===== config.mk =====
export PLATFORM = sky130hd
export DESIGN_NAME = bitperm_unit
export DESIGN_NICKNAME = d
export VERILOG_FILES = /design/src/rtl/bpu_pkg.sv /design/src/rtl/bpu_gather.sv /design/src/rtl/bpu_transpose.sv /design/src/rtl/bpu_byterev.sv /design/src/rtl/bitperm_unit.sv
export SDC_FILE = /design/constraint.sdc
export NUM_CORES = 1
export LEC_CHECK = 0
export BUFFER_PORTS_ARGS = -buffer_cell sky130_fd_sc_hd__buf_4
export CELL_PAD_IN_SITES_DETAIL_PLACEMENT = 0
export CELL_PAD_IN_SITES_GLOBAL_PLACEMENT = 1
export CORE_MARGIN = 5
export CORE_UTILIZATION = 40
export DETAILED_ROUTE_END_ITERATION = 10
export GPL_ROUTABILITY_DRIVEN = 1
export HOLD_SLACK_MARGIN = 0.08
export PLACE_DENSITY_LB_ADDON = 0.1
export SLEW_MARGIN = 20
export SYNTH_ARGS = -nofsm -noshare
export SYNTH_HDL_FRONTEND = slang
export SYNTH_HIERARCHICAL = 1
export SYNTH_SLANG_ARGS = --single-unit

===== constraint.sdc =====
create_clock -name clk -period 2.6 [get_ports clk]
set_input_delay 0.26 -clock clk [delete_from_list [all_inputs] [get_ports clk]]
set_output_delay 0.26 -clock clk [all_outputs]
set_load 0.01 [all_outputs]

===== src/rtl/bpu_pkg.sv =====
package bpu_pkg;

    localparam int WORD_W = 64;
    localparam int LANE_W = 8;
    localparam int LANES  = WORD_W / LANE_W;
    localparam int SEL_W  = $clog2(WORD_W);
    localparam int OP_W   = 3;
    localparam int REV_LEVELS = 3;

    typedef logic [WORD_W-1:0] word_t;

    typedef enum logic [OP_W-1:0] {
        OP_GATHER    = 3'd0,
        OP_TRANSPOSE = 3'd1,
        OP_REV16     = 3'd2,
        OP_REV32     = 3'd3,
        OP_REV64     = 3'd4
    } bpu_op_e;

    typedef struct packed {
        logic  valid;
        word_t data;
    } bpu_out_t;

    function automatic logic op_is_legal(logic [OP_W-1:0] code);
        return code <= OP_REV64;
    endfunction

endpackage


===== src/rtl/bpu_gather.sv =====
module bpu_gather #(
    parameter int WORD_W = 64,
    parameter int LANE_W = 8
) (
    input  logic [WORD_W-1:0] src,
    input  logic [WORD_W-1:0] idx,
    output logic [WORD_W-1:0] res
);
    localparam int LANES = WORD_W / LANE_W;
    localparam int SEL_W = $clog2(WORD_W);

    for (genvar k = 0; k < LANES; k++) begin : g_pick
        logic [LANE_W-1:0] ib;
        assign ib     = idx[k*LANE_W +: LANE_W];
        assign res[k] = (ib[LANE_W-1:SEL_W] == '0) ? src[ib[SEL_W-1:0]] : 1'b0;
    end

    assign res[WORD_W-1:LANES] = '0;
endmodule


===== src/rtl/bpu_transpose.sv =====
module bpu_transpose #(
    parameter int WORD_W = 64,
    parameter int LANE_W = 8
) (
    input  logic [WORD_W-1:0] src,
    output logic [WORD_W-1:0] dst
);
    localparam int ROWS = WORD_W / LANE_W;

    for (genvar r = 0; r < ROWS; r++) begin : g_row
        for (genvar c = 0; c < LANE_W; c++) begin : g_col
            assign dst[c*LANE_W + r] = src[r*LANE_W + c];
        end
    end
endmodule


===== src/rtl/bpu_byterev.sv =====
module bpu_byterev #(
    parameter int WORD_W = 64,
    parameter int LANE_W = 8,
    parameter int GROUP  = 2
) (
    input  logic [WORD_W-1:0] src,
    output logic [WORD_W-1:0] dst
);
    localparam int NGROUPS = WORD_W / (LANE_W * GROUP);

    for (genvar g = 0; g < NGROUPS; g++) begin : g_grp
        for (genvar b = 0; b < GROUP; b++) begin : g_byte
            assign dst[(g*GROUP + b)*LANE_W +: LANE_W] =
                src[(g*GROUP + GROUP - 1 - b)*LANE_W +: LANE_W];
        end
    end
endmodule


===== src/rtl/bitperm_unit.sv =====
module bitperm_unit
    import bpu_pkg::*;
(
    input  logic              clk,
    input  logic              rst,
    input  logic              in_valid,
    input  logic [OP_W-1:0]   op,
    input  logic [WORD_W-1:0] data_a,
    input  logic [WORD_W-1:0] data_b,
    output logic              out_valid,
    output logic [WORD_W-1:0] result
);
    word_t    gat_res;
    word_t    trn_res;
    word_t    rev_res [REV_LEVELS];
    word_t    sel_res;
    bpu_op_e  op_e;
    bpu_out_t out_q;

    assign op_e = bpu_op_e'(op);

    bpu_gather #(.WORD_W(WORD_W), .LANE_W(LANE_W)) u_gather (
        .src(data_a), .idx(data_b), .res(gat_res)
    );

    bpu_transpose #(.WORD_W(WORD_W), .LANE_W(LANE_W)) u_transpose (
        .src(data_a), .dst(trn_res)
    );

    for (genvar lv = 0; lv < REV_LEVELS; lv++) begin : g_rev
        bpu_byterev #(.WORD_W(WORD_W), .LANE_W(LANE_W), .GROUP(2 << lv)) u_rev (
            .src(data_a), .dst(rev_res[lv])
        );
    end

    always_comb begin
        sel_res = '0;
        if (op_is_legal(op)) begin
            case (op_e)
                OP_GATHER:    sel_res = gat_res;
                OP_TRANSPOSE: sel_res = trn_res;
                OP_REV16:     sel_res = rev_res[0];
                OP_REV32:     sel_res = rev_res[1];
                OP_REV64:     sel_res = rev_res[2];
                default:      sel_res = '0;
            endcase
        end
    end

    always_ff @(posedge clk) begin
        if (rst) begin
            out_q <= '0;
        end else begin
            out_q.valid <= in_valid;
            if (in_valid) begin
                out_q.data <= sel_res;
            end
        end
    end

    assign out_valid = out_q.valid;
    assign result    = out_q.data;
endmodule


==> results of run 1 <==
metal layers:
layer / vias up / wire length (µm) / GRT usage, % / share of wire, %
li1: 4291 / - / - / -
met5: - / 11 / 0 / 0.023
met4: 2 / 2078 / 10.84 / 4.4
met2: 664 / 21320 / 43.10 / 45
met1: 4833 / 19620 / 37.36 / 41
met3: 134 / 4659 / 5.602 / 9.8
power by group through the flow:
stage	Combinational (mW)	Sequential (mW)	Clock, mW
floorplan	1.42	1.15	0
global placement	1.89	1.13	0
detailed placement	1.89	1.12	0
CTS	1.89	1.10	1.36
global route	2.03	1.11	1.40
finish	1.93	1.10	1.34
final cells by class:
| cell class | count | area [µm²] | share of cell area, % |
|---|---|---|---|
| diodes | 2 | 5.005 | 0.04304 |
| inverters | 5 | 18.77 | 0.1614 |
| clock inverters | 7 | 82.58 | 0.7102 |
| clock buffers | 9 | 225.2 | 1.937 |
| well taps | 384 | 480.5 | 4.132 |
| flip-flops and latches | 65 | 1301 | 11.19 |
| repair buffers | 246 | 1859 | 15.99 |
| multi-input cells | 823 | 7655 | 65.83 |
worst reg2reg max path: cells and delay by family, from the launching register on:
kind,cells,cell delay [ns]
flip-flops,1,0.34
AO/OA/AOI/OAI,2,0.39
AND/OR/NAND/NOR,1,0.14
flip-flops by register name (all words and copies together), names as in the netlist:
signal / cells
result: 64
out_valid: 1
logic make-up after synthesis:
logic type             Yosys count  synth area share (%)
AO/OA/AOI/OAI                  338                 20.73
buffers and inverters          438                 25.73
flip-flops                      65                 11.05
multiplexers                   248                 33.68
other                            1               0.03185
AND/OR/NAND/NOR                181                 8.778
cells in the final DEF (no fill, tap or decap), types with 12 or more instances in the layout:
cell / netlist / routed
mux2_2: 46 / 46
a22oi_1: 39 / 39
conb_1: 1 / 56
nor2_1: 18 / 18
o21ai_0: 30 / 30
nor3_1: 12 / 12
mux4_1: 13 / 13
a31oi_1: 42 / 42
mux2i_1: 92 / 92
o211ai_1: 39 / 39
nor3b_1: 20 / 20
mux4_2: 97 / 97
o21ai_1: 30 / 30
a2bb2oi_1: 37 / 37
nor2b_1: 20 / 18
dfxtp_1: 65 / 65
nand2_1: 38 / 38
nand3b_1: 16 / 16
o211a_1: 37 / 37
nand2b_1: 18 / 18
buf_4: 328 / 245
a21oi_1: 35 / 35
final timing paths:
path                    from  depth (start not counted)   endpoint  slack (ns)
setup / recovery  data_b[25]                          8  result[3]        0.52
hold / removal           rst                          2  out_valid        0.11
hold reg to reg    result[4]                          1  result[4]        0.48
setup reg to reg   result[2]                          3  result[2]        1.61
stage by stage:
stage	util [%]	std cells	total power, mW
floorplan	-	1326	2.563
global placement	39.21	1523	3.011
detailed placement	39.21	1523	3.009
CTS	40.27	1539	4.357
global route	40.28	1540	4.543
finish	40.29	1541	4.364
==> impl_metrics.toml, run 1 <==
[power]
powerDensity_nw_per_um2 = 375.3
p_seq_share_pct = 25.2
power.leakage_nw = 4.765
switchingPower_mw = 1.666
p_sw_share_pct = 38.18
peakVddDrop_mv = 0.4017
p_int_mw = 2.698
power_frac_comb_pct = 44.1
power_frac_clock_pct = 30.6

[sta]
max_slew_margin_pct = 52.59
finalHoldViolCount = 0
clock_skew_ns = 0
setup_ws_ns = 0.5181
fin_crit_ns = 2.082
fmax_mhz = 480.3
timing.final.crit_share_pct = 80.08
worstMarginPinSlew_ns = 0.7038
rsz0062_at_grt = "no"
whs_ns = 0.1122
maxSlewViolCount = 0
setup_viol = 0
tns_ns = 0

[synth]
synth-seq-cells = 65
ys_seq_area_share_pct = 11.05
synth_largest_area_cell = "buf_4"
syn_area_um2 = 11770
synth.most_common_cell = "buf_4"
synth_commonest_cells = "328 x buf_4, 97 x mux4_2, 92 x mux2i_1"
ys_types = 57
yosys-top-cells-area = "buf_4 21%, mux4_2 19%, dfxtp_1 11%"
synth_edf_count = 0
yosysWarningCount = 6
syn_inst = 1271
synthFlopType = "dfxtp_1"
ys_async_sr_fraction_pct = 0
syn_area_per_cell_um2 = 9.263
yosysTopAreaCellShare_pct = 20.91

[worst_setup_path]
path_max_fanout = 10
critPathArrivalTime_ns = 2.30
crit_family = "multiplexers"
cp-end-kind = "register"
crit_type = "input port to register"
cp-start-kind = "input port"
slowest_stage = "mux4_1"
cp_cell_sequence = "buf_4 > mux4_1 > mux4_2 > o2111ai_2 > o31ai_1 > mux2_2 > o21ai_1 > a31oi_1"
cp.buffers_inverters = 1
slowest_delay_ns = 0.57
required_ns = 2.82

[cts]
clock_sinks = 65
cts_tree = "built"
htree_num_levels = 3
cts-root-buf = "clkbuf_16"
cts_setup_buffers = 0
path_clk_slew_ns = 0.07
clockBufferDepth = 2
numCtsBuffers = 9
cts_resized = 0
clk_latency_ns = 0.35
ctsHoldBuffers = 0

[floorplanning]
num_io_pins = 199
core_area_um2 = 28860
die_area_um2 = 32970
die_y_um = 181.6
rows = 62
die_x_um = 181.6
initial_core_util_pct = 40.80

[global_route]
overflow = 0
antenna_found_initial = 3
track_usage_pct = 27.53
grt_max_degree = 62
grt_first_pass_wirelength_mm = 68.56
grt_pass1_vias = 9706

[detailed_routing]
drt_iter0_drc = 1425
final_antenna_net_count = 0
vias = 9924
via_per_inst = 6.440
wirelength_mm = 47.69
dr.pass1.iters = 5
avgRoutedWirePerCell_um = 30.95
drc = 0

[place]
io_buffers = 198
placed_area_um2 = 11310
dp_slack_ns = 0.1769
hpwl_mm = 30.97
place_congestion = 0.9131

[outcome]
status = "complete, no violations"

[layout]
final_nets = 1284
stdcell_area_um2 = 11630
synthToLayoutAreaGrowth_pct = -1.243
num-fill-cells = 2961
final_layout_size_suffix_gt1_share_pct = 35.67

[hold_path]
hold_class = "input port to register"

[run]
maxCapViolations = 0
Note: power is estimated with default switching activity, not from simulation.
==> run 2, diff against run 1 <==
--- a/config.mk
+++ b/config.mk
@@ -5,11 +5,12 @@
 export SDC_FILE = /design/constraint.sdc
 export NUM_CORES = 1
 export LEC_CHECK = 0
+export ABC_AREA = 1
 export BUFFER_PORTS_ARGS = -buffer_cell sky130_fd_sc_hd__buf_4
 export CELL_PAD_IN_SITES_DETAIL_PLACEMENT = 0
 export CELL_PAD_IN_SITES_GLOBAL_PLACEMENT = 1
 export CORE_MARGIN = 5
-export CORE_UTILIZATION = 40
+export CORE_UTILIZATION = 37
 export DETAILED_ROUTE_END_ITERATION = 10
 export GPL_ROUTABILITY_DRIVEN = 1
 export HOLD_SLACK_MARGIN = 0.08
==> constraint.sdc (replaced) <==
create_clock -name clk -period 1.9 [get_ports clk]
set_input_delay 0.19 -clock clk [delete_from_list [all_inputs] [get_ports clk]]
set_output_delay 0.19 -clock clk [all_outputs]
set_load 0.01 [all_outputs]
==> impl_metrics.toml, run 2 <==
[sta]
finalHoldViolCount = 0
fin_crit_ns = 1.773
clock_skew_ns = 0
timing.final.crit_share_pct = 93.32
tns_ns = 0
fmax_mhz = 564.0
setup_viol = 0
maxSlewViolCount = 0
worstMarginPinSlew_ns = 0.5147
rsz0062_at_grt = "no"
whs_ns = 0.2247
max_slew_margin_pct = 65.68

[floorplanning]
num_io_pins = 199
core_area_um2 = 36790
initial_core_util_pct = 37.61
die_y_um = 203.4
die_x_um = 203.4
rows = 70
die_area_um2 = 41350

[place]
place_congestion = 0.9905
hpwl_mm = 46.17
dp_cells = 2867
placed_area_um2 = 14060
io_buffers = 198

[synth]
yosys.area_share.simple_pct = 51.03
syn_area_per_cell_um2 = 5.531
yosysWarningCount = 6
synth.most_common_cell = "nand2_1"
ys_async_sr_fraction_pct = 0
synth_top_family_by_area = "simple AND/OR/NAND/NOR gates"
synthFlopType = "dfxtp_1"
synth-seq-cells = 65
synth_fa_ha_area_share_pct = 0
synth_edf_count = 0
yosysTopAreaCellShare_pct = 22.20
synth-compound-area-share_pct = 5.762
syn_inst = 2501
synthMuxAreaShare_pct = 0
ys_types = 27
syn_area_um2 = 13830
synth_xor_area_share_pct = 0
ys_seq_area_share_pct = 9.407
synth_commonest_cells = "818 x nand2_1, 590 x nand3_1, 358 x buf_4"
yosys-top-cells-area = "nand2_1 22%, nand3_1 21%, buf_4 19%"
synth_largest_area_cell = "nand2_1"

[global_route]
grt_first_pass_wirelength_mm = 96.48
track_usage_pct = 30.62
use_met3_pct = 5.963
antenna_found_initial = 0
grt_pass1_vias = 14610
busiest_layer = "met2"
grtUsageMet1_pct = 40.18
overflow = 0
grt_max_degree = 82
met2_usage_pct = 48.98

[detailed_routing]
wirelength_mm = 66.94
avgRoutedWirePerCell_um = 23.22
dr.pass1.iters = 6
drt_iter0_drc = 2013
drc = 0
vias = 16050
final_antenna_net_count = 0
via_per_inst = 5.565

[worst_setup_path]
path_max_fanout = 17
cp-start-kind = "input port"
cp.buffers_inverters = 2
required_ns = 2.18
cp-end-kind = "register"
slowest_delay_ns = 0.44
slowest_stage = "a21oi_1"
crit_top_cell = "nand3_1"
crit_family = "simple AND/OR/NAND/NOR gates"
critPathArrivalTime_ns = 2.06
crit_type = "input port to register"
cp_cell_sequence = "buf_4 > inv_2 > nand3_1 > nand3_1 > nand2_1 > nand2_1 > nand3_1 > nand3_1 > a21oi_1 > nand3_1 > nand3_1 > o21ai_1 > a21oi_1"

[hold_path]
hold_class = "input port to register"

[layout]
largest_reg_flops = 64
fin_cells = 2883
multi_input_area_um2 = 8071
synthToLayoutAreaGrowth_pct = 3.826
final_cell_mix = "818 x nand2_1, 590 x nand3_1, 356 x buf_4"
final_nets = 2544
final_common_cell = "nand2_1"
final_layout_size_suffix_gt1_share_pct = 18.81
num-fill-cells = 4142
seq_area_um2 = 1301
stdcell_area_um2 = 14360

[cts]
cts_tree = "built"
clock_sinks = 65
htree_num_levels = 3
path_clk_slew_ns = 0.06
cts_setup_buffers = 0
cts-root-buf = "clkbuf_16"
clk_latency_ns = 0.34
ctsHoldBuffers = 0
clockBufferDepth = 2
cts_resized = 0
numCtsBuffers = 9

[power]
powerDensity_nw_per_um2 = 454.5
power.leakage_nw = 7.280
finalPower_mw = 6.528
peakVddDrop_mv = 0.4207

[outcome]
status = "complete, no violations"

[run]
maxCapViolations = 0
run 2: cell types whose count changed after synthesis, moves of 92 or more:
cell / delta
nand2_1: +780
nand3_1: +581
mux2i_1: -92
inv_1: +110
mux4_2: -97
nand4_1: +110
run 2: stage by stage:
step | utilization, % | setup WS, ns
detailed placement | 38.23 | -0.1963
finish | 39.04 | 0.1269
global placement | 38.23 | -0.2009
global route | 39.04 | 0.05391
CTS | 39.04 | 0.1694
floorplan | - | 0.4569
run 2: cell families (layout without fill, tap and decap cells):
family	after synthesis	after routing
simple gates	1589	1589
buf+inv	692	550
compound gates	154	154
flops	65	65
other cells	1	57
run 2: final timing paths:
check,startpoint,endpoint,slack [ns],depth (start not counted)
worst min register to register,result[6],result[6],0.46,2
worst min-delay path,rst,result[42],0.22,2
worst max register to register,result[5],result[5],1.11,2
worst max-delay path,data_b[17],result[2],0.13,13
run 2: final cells by class:
| type | instances | area share (%) |
|---|---|---|
| clock inverter | 3 | 0.2788 |
| sequential | 65 | 9.060 |
| timing repair buffer | 400 | 24.74 |
| clock buffer | 12 | 1.786 |
| inverter | 135 | 3.842 |
| antenna | 1 | 0.01742 |
| tap | 468 | 4.077 |
| multi-input combinational | 1799 | 56.20 |
run 2: power breakdown:
part | internal (mW) | switching, mW | total (mW) | leakage (nW)
Sequential | 1.44 | 0.0457 | 1.49 | 0.531
Clock | 1.08 | 0.665 | 1.74 | 0.148
Combinational | 1.20 | 2.10 | 3.30 | 6.60
run 2: per-layer routing:
layer / routed length [µm] / vias up
met5: 0 / -
met4: 2971 / 0
met3: 6216 / 149
met2: 30260 / 864
met1: 27490 / 7437
li1: - / 7595
